[config.mk]
export PLATFORM = sky130hd
export DESIGN_NAME = evn_resync
export DESIGN_NICKNAME = d
export VERILOG_FILES = /design/src/rtl/evr_pkg.sv /design/src/rtl/evr_lsb_track.sv /design/src/rtl/evr_decide.sv /design/src/rtl/evr_sat_cnt.sv /design/src/rtl/evn_resync.sv
export SDC_FILE = /design/constraint.sdc
export NUM_CORES = 1
export LEC_CHECK = 0
export BUFFER_PORTS_ARGS = -buffer_cell sky130_fd_sc_hd__buf_2
export CELL_PAD_IN_SITES_DETAIL_PLACEMENT = 1
export CELL_PAD_IN_SITES_GLOBAL_PLACEMENT = 2
export CORE_MARGIN = 4
export CORE_UTILIZATION = 27
export DETAILED_ROUTE_END_ITERATION = 12
export GPL_TIMING_DRIVEN = 1
export PLACE_DENSITY_LB_ADDON = 0.25
export SKIP_CTS_REPAIR_TIMING = 1
export SLEW_MARGIN = 20
export SYNTH_ARGS = -nofsm -noshare
export SYNTH_HDL_FRONTEND = slang
export SYNTH_HIERARCHICAL = 1
export SYNTH_SLANG_ARGS = --single-unit
[constraint.sdc]
create_clock -name clk -period 4.65 [get_ports clk]
set_input_delay 0.2325 -clock clk [delete_from_list [all_inputs] [get_ports clk]]
set_output_delay 0.2325 -clock clk [all_outputs]
set_load 0.02 [all_outputs]
[src/rtl/evr_pkg.sv]
package evr_pkg;

    // One-hot decision codes presented on the dec output
    typedef enum logic [3:0] {
        DEC_NONE   = 4'b0000,
        DEC_ACCEPT = 4'b0001,
        DEC_SKIP   = 4'b0010,
        DEC_PAD    = 4'b0100,
        DEC_READ   = 4'b1000
    } decision_e;

    // Which rule produced an accept; kept for the decision pipeline
    typedef enum logic [2:0] {
        WHY_NONE,
        WHY_EXACT,
        WHY_LSB_STEP,
        WHY_TYPE,
        WHY_MODE_OFF
    } accept_why_e;

    typedef struct packed {
        decision_e   dec;
        accept_why_e why;
    } verdict_t;

    localparam int unsigned DEF_EVN_W  = 24;
    localparam int unsigned DEF_CNT_W  = 32;
    localparam int unsigned DEF_WIN    = 16;
    localparam int unsigned DEF_SYNC_W = 32;

endpackage

[src/rtl/evr_lsb_track.sv]
module evr_lsb_track #(
    parameter int unsigned LSB_W = 4
) (
    input  logic             clk,
    input  logic             rst,
    input  logic             hdr_valid,
    input  logic [LSB_W-1:0] cur_lsb,
    output logic             step_ok
);
    logic [LSB_W-1:0] prev_lsb;
    logic             prev_seen;

    always_ff @(posedge clk) begin
        if (rst) begin
            prev_lsb  <= '0;
            prev_seen <= 1'b0;
        end else if (hdr_valid) begin
            prev_lsb  <= cur_lsb;
            prev_seen <= 1'b1;
        end
    end

    // Current header advanced the low bits by exactly one from the last one
    assign step_ok = prev_seen && (cur_lsb == LSB_W'(prev_lsb + 1'b1));

endmodule

[src/rtl/evr_decide.sv]
module evr_decide
    import evr_pkg::*;
#(
    parameter int unsigned EVN_W  = 24,
    parameter int unsigned WIN    = 16,
    parameter int unsigned SYNC_W = 32
) (
    input  logic [SYNC_W-1:0] sync_ctrl,
    input  logic [EVN_W-1:0]  loc_evn,
    input  logic              loc_cal,
    input  logic [EVN_W-1:0]  cur_evn,
    input  logic [EVN_W-1:0]  nxt_evn,
    input  logic              nxt_cal,
    input  logic              prev_step_ok,
    output verdict_t          verdict
);
    localparam int unsigned LSB_W = $clog2(WIN);

    logic [EVN_W-1:0] dist_back;
    logic [EVN_W-1:0] dist_fwd;
    logic             in_back;
    logic             in_fwd;
    logic             nxt_step;
    logic             exact;
    logic             lsb_same;
    logic             recovery_on;

    always_comb begin
        dist_back   = loc_evn - nxt_evn;
        dist_fwd    = nxt_evn - loc_evn;
        in_back     = dist_back < EVN_W'(WIN);
        in_fwd      = dist_fwd < EVN_W'(WIN);
        nxt_step    = nxt_evn[LSB_W-1:0] == LSB_W'(cur_evn[LSB_W-1:0] + 1'b1);
        exact       = cur_evn == loc_evn;
        lsb_same    = cur_evn[LSB_W-1:0] == loc_evn[LSB_W-1:0];
        recovery_on = sync_ctrl == '0;

        verdict.dec = DEC_READ;
        verdict.why = WHY_NONE;
        if (!recovery_on) begin
            verdict.dec = DEC_ACCEPT;
            verdict.why = WHY_MODE_OFF;
        end else if (exact) begin
            verdict.dec = DEC_ACCEPT;
            verdict.why = WHY_EXACT;
        end else if (lsb_same && prev_step_ok) begin
            verdict.dec = DEC_ACCEPT;
            verdict.why = WHY_LSB_STEP;
        end else if (nxt_cal != loc_cal) begin
            verdict.dec = DEC_ACCEPT;
            verdict.why = WHY_TYPE;
        end else if (in_back && nxt_step) begin
            verdict.dec = DEC_SKIP;
        end else if (in_fwd && nxt_step) begin
            verdict.dec = DEC_PAD;
        end
    end

endmodule

[src/rtl/evr_sat_cnt.sv]
module evr_sat_cnt #(
    parameter int unsigned W = 32
) (
    input  logic         clk,
    input  logic         rst,
    input  logic         inc,
    output logic [W-1:0] count
);
    localparam logic [W-1:0] TOP = '1;

    always_ff @(posedge clk) begin
        if (rst)
            count <= '0;
        else if (inc && count != TOP)
            count <= count + 1'b1;
    end

    AST_CNT_STICKS_AT_TOP: assert property (@(posedge clk) disable iff (rst)
        (count == TOP) |=> (count == TOP));
    AST_CNT_STEP_ONE: assert property (@(posedge clk) disable iff (rst)
        (count != $past(count)) |-> (count == $past(count) + 1'b1));

endmodule

[src/rtl/evn_resync.sv]
module evn_resync
    import evr_pkg::*;
#(
    parameter int unsigned EVN_W  = DEF_EVN_W,
    parameter int unsigned CNT_W  = DEF_CNT_W,
    parameter int unsigned WIN    = DEF_WIN,
    parameter int unsigned SYNC_W = DEF_SYNC_W
) (
    input  logic              clk,
    input  logic              rst,
    input  logic [SYNC_W-1:0] sync_ctrl,
    input  logic              hdr_valid,
    input  logic [EVN_W-1:0]  loc_evn,
    input  logic              loc_cal,
    input  logic [EVN_W-1:0]  cur_evn,
    input  logic [EVN_W-1:0]  nxt_evn,
    input  logic              nxt_cal,
    output logic              dec_valid,
    output logic [3:0]        dec,
    output logic [CNT_W-1:0]  skip_count,
    output logic [CNT_W-1:0]  pad_count
);
    localparam int unsigned LSB_W  = $clog2(WIN);
    localparam int unsigned N_CNT  = 2;

    logic      prev_step_ok;
    verdict_t  verdict_c;
    verdict_t  verdict_q;
    logic      valid_q;
    logic [N_CNT-1:0]       cnt_inc;
    logic [CNT_W-1:0]       cnt_val [N_CNT];

    evr_lsb_track #(.LSB_W(LSB_W)) u_track (
        .clk       (clk),
        .rst       (rst),
        .hdr_valid (hdr_valid),
        .cur_lsb   (cur_evn[LSB_W-1:0]),
        .step_ok   (prev_step_ok)
    );

    evr_decide #(.EVN_W(EVN_W), .WIN(WIN), .SYNC_W(SYNC_W)) u_decide (
        .sync_ctrl    (sync_ctrl),
        .loc_evn      (loc_evn),
        .loc_cal      (loc_cal),
        .cur_evn      (cur_evn),
        .nxt_evn      (nxt_evn),
        .nxt_cal      (nxt_cal),
        .prev_step_ok (prev_step_ok),
        .verdict      (verdict_c)
    );

    always_ff @(posedge clk) begin
        if (rst) begin
            valid_q   <= 1'b0;
            verdict_q <= '{dec: DEC_NONE, why: WHY_NONE};
        end else begin
            valid_q   <= hdr_valid;
            verdict_q <= hdr_valid ? verdict_c : '{dec: DEC_NONE, why: WHY_NONE};
        end
    end

    assign cnt_inc[0] = hdr_valid && (verdict_c.dec == DEC_SKIP);
    assign cnt_inc[1] = hdr_valid && (verdict_c.dec == DEC_PAD);

    for (genvar g = 0; g < N_CNT; g++) begin : g_cnt
        evr_sat_cnt #(.W(CNT_W)) u_cnt (
            .clk   (clk),
            .rst   (rst),
            .inc   (cnt_inc[g]),
            .count (cnt_val[g])
        );
    end

    assign dec_valid  = valid_q;
    assign dec        = verdict_q.dec;
    assign skip_count = cnt_val[0];
    assign pad_count  = cnt_val[1];

    AST_ONE_DECISION: assert property (@(posedge clk) disable iff (rst)
        dec_valid |-> ($countones(dec) == 1));
    AST_IDLE_QUIET: assert property (@(posedge clk) disable iff (rst)
        !dec_valid |-> (dec == 4'b0000));
    AST_EXACT_ACCEPT: assert property (@(posedge clk) disable iff (rst)
        (hdr_valid && sync_ctrl == '0 && cur_evn == loc_evn) |=> (dec == 4'b0001));
    AST_MODE_OFF_ACCEPT: assert property (@(posedge clk) disable iff (rst)
        (hdr_valid && sync_ctrl != '0) |=> (dec == 4'b0001));
    AST_SKIP_CNT_TRACKS: assert property (@(posedge clk) disable iff (rst)
        (dec != 4'b0010) |-> $stable(skip_count));
    AST_PAD_CNT_TRACKS: assert property (@(posedge clk) disable iff (rst)
        (dec != 4'b0100) |-> $stable(pad_count));

endmodule

==> metrics.cfg <==
[run]
maxCapViolCount = 0

[synth]
synth_warnings = 6
synthesis.nets = 1053
syn_area_um2 = 6795
syn-instance-count = 896
syn_avg_cell_area_um2 = 7.584

[setup_path]
slowest_stage = or4_4
cp-start-kind = input pin
worstPathCellList = buf_8, ha_4, and2_4, a221o_2, a2111oi_4, buf_4, nor2_4, xor2_2, or4_4, nor4_4, nor2b_4, or3b_4, nor3b_4, nand4_1, buf_4, nor4_4, buf_4, nand3_2, or4_4, a21oi_2
crit_type = input pin to register
end_kind = register
worst_path_largest_cell_delay_ns = 0.51
worstPathArrival_ns = 4.84
reg2reg_slack_ns = 0.93
crit_required_ns = 4.91
cpMostUsedCell = buf_4
path_max_fanout = 6

[sta]
max_slew_margin_pct = 42.53
final_hold_viol_count = 0
tightest_slew_ns = 0.8550
tns_ns = 0
min_period_ns = 4.573
rsz0062_at_grt = yes
slew_viol_final = 0
post-route-period-util_pct = 98.34
max_freq_mhz = 218.7
setup_viol = 0
holdWs_ns = 0.2385
fin_skew_ns = 0.007570

[placement]
place.detailed.hpwl_um = 21780
io_buffers = 177
routabilityCongestion = 0.8462
placed_area_um2 = 9414

[route]
drt_iter0_markers = 335
dr.pass1.iters = 5
wire_per_inst_um = 16.88
vias = 7945
ant_nets = 0
via_per_inst = 5.080
drc = 0
route.final.wire_length_um = 26400

[clocking]
clkTransAtPathRegs_ns = 0.06
cts-htree-levels = 3
clock_sinks = 74
clockRootBuffer = clkbuf_16
cts_inserted_buffers = 9
clk_latency_ns = 0.33
clockBufferDepth = 2
cts_tree = built

[finish]
final_common_cell = buf_4
drive_above_1_share_pct = 39.76
utilization_pct = 41.79
layout_common_cells = 188 x buf_4, 175 x buf_2, 86 x a21oi_1, 74 x dfxtp_1, 62 x nor2_1
final_area_um2 = 10250
areaGrowthSynthToFinish_pct = 50.89
diodes = 0
nets = 1392

[pwr]
powerDensity_nw_per_um2 = 215.0
total_power_mw = 2.204
peakVddDrop_v = 0.0001570
cellLeakagePower_nw = 4.366

[hold_path]
hold_path_class = input pin to register

[die]
core_area_um2 = 24530
die_y_um = 166.6
rows = 57
die_x_um = 166.6
ioPinCount = 178
die_area_um2 = 27770
start_util_pct = 27.70

[grt]
grt_pass1_wl_um = 41520
overflow = 0
grt_usage_pct = 17.65
antenna_found_initial = 0
first_global_vias = 8028
grt_max_degree = 63

[outcome]
status = finished clean

registers in the layout, summed over array words and instances (netlist names):
| register | flops |
|---|---|
| dec | 4 |
| u_track/prev_seen | 1 |
| g_cnt.u_cnt/count | 64 |
| dec_valid | 1 |
| u_track/prev_lsb | 4 |
metal layers:
layer  wire [µm]  GRT usage (%)
met5           0              0
met4         337          3.664
met3         653          1.256
met2       13190          32.11
met1       12220          22.99
cell type report:
type,instances,area [µm²]
Fill cell,3040,14280
Multi-Input combinational cell,728,5444
Timing Repair Buffer,370,2364
Sequential cell,74,1481
Tap cell,324,405.4
Clock buffer,12,256.5
Inverter,52,205.2
Clock inverter,4,97.59
through the flow:
| stage | worst slack (ns) | std cells |
|---|---|---|
| after floorplan | -0.03428 | 896 |
| after global placement | -0.3038 | 1536 |
| after detailed placement | -0.4667 | 1536 |
| after CTS | -0.1411 | 1552 |
| after global routing | -0.1329 | 1564 |
| final | 0.07717 | 1564 |
where the power goes:
part	internal, mW	switching (mW)
logic	0.355	0.384
registers	0.638	0.00241
clock network	0.554	0.271
total	1.55	0.657
worst max-delay path, delay by kind of cell:
family	cells	cell delay, ns
AND/OR/NAND/NOR	11	2.66
AO/OA/AOI/OAI	3	0.87
buffers and inverters	4	0.66
adder cells (fa/ha/maj)	1	0.24
XOR/XNOR	1	0.16
path summary, 6_finish.rpt:
| path | endpoint | depth (start not counted) | from |
|---|---|---|---|
| min | u_track/prev_lsb[3] | 3 | cur_evn[3] |
| min reg2reg | u_track/prev_seen | 2 | u_track/prev_seen |
| max reg2reg | g_cnt[1].u_cnt/count[23] | 18 | u_track/prev_lsb[0] |
| max | g_cnt[1].u_cnt/count[23] | 20 | nxt_evn[2] |
Note: power is estimated with default switching activity, not from simulation.
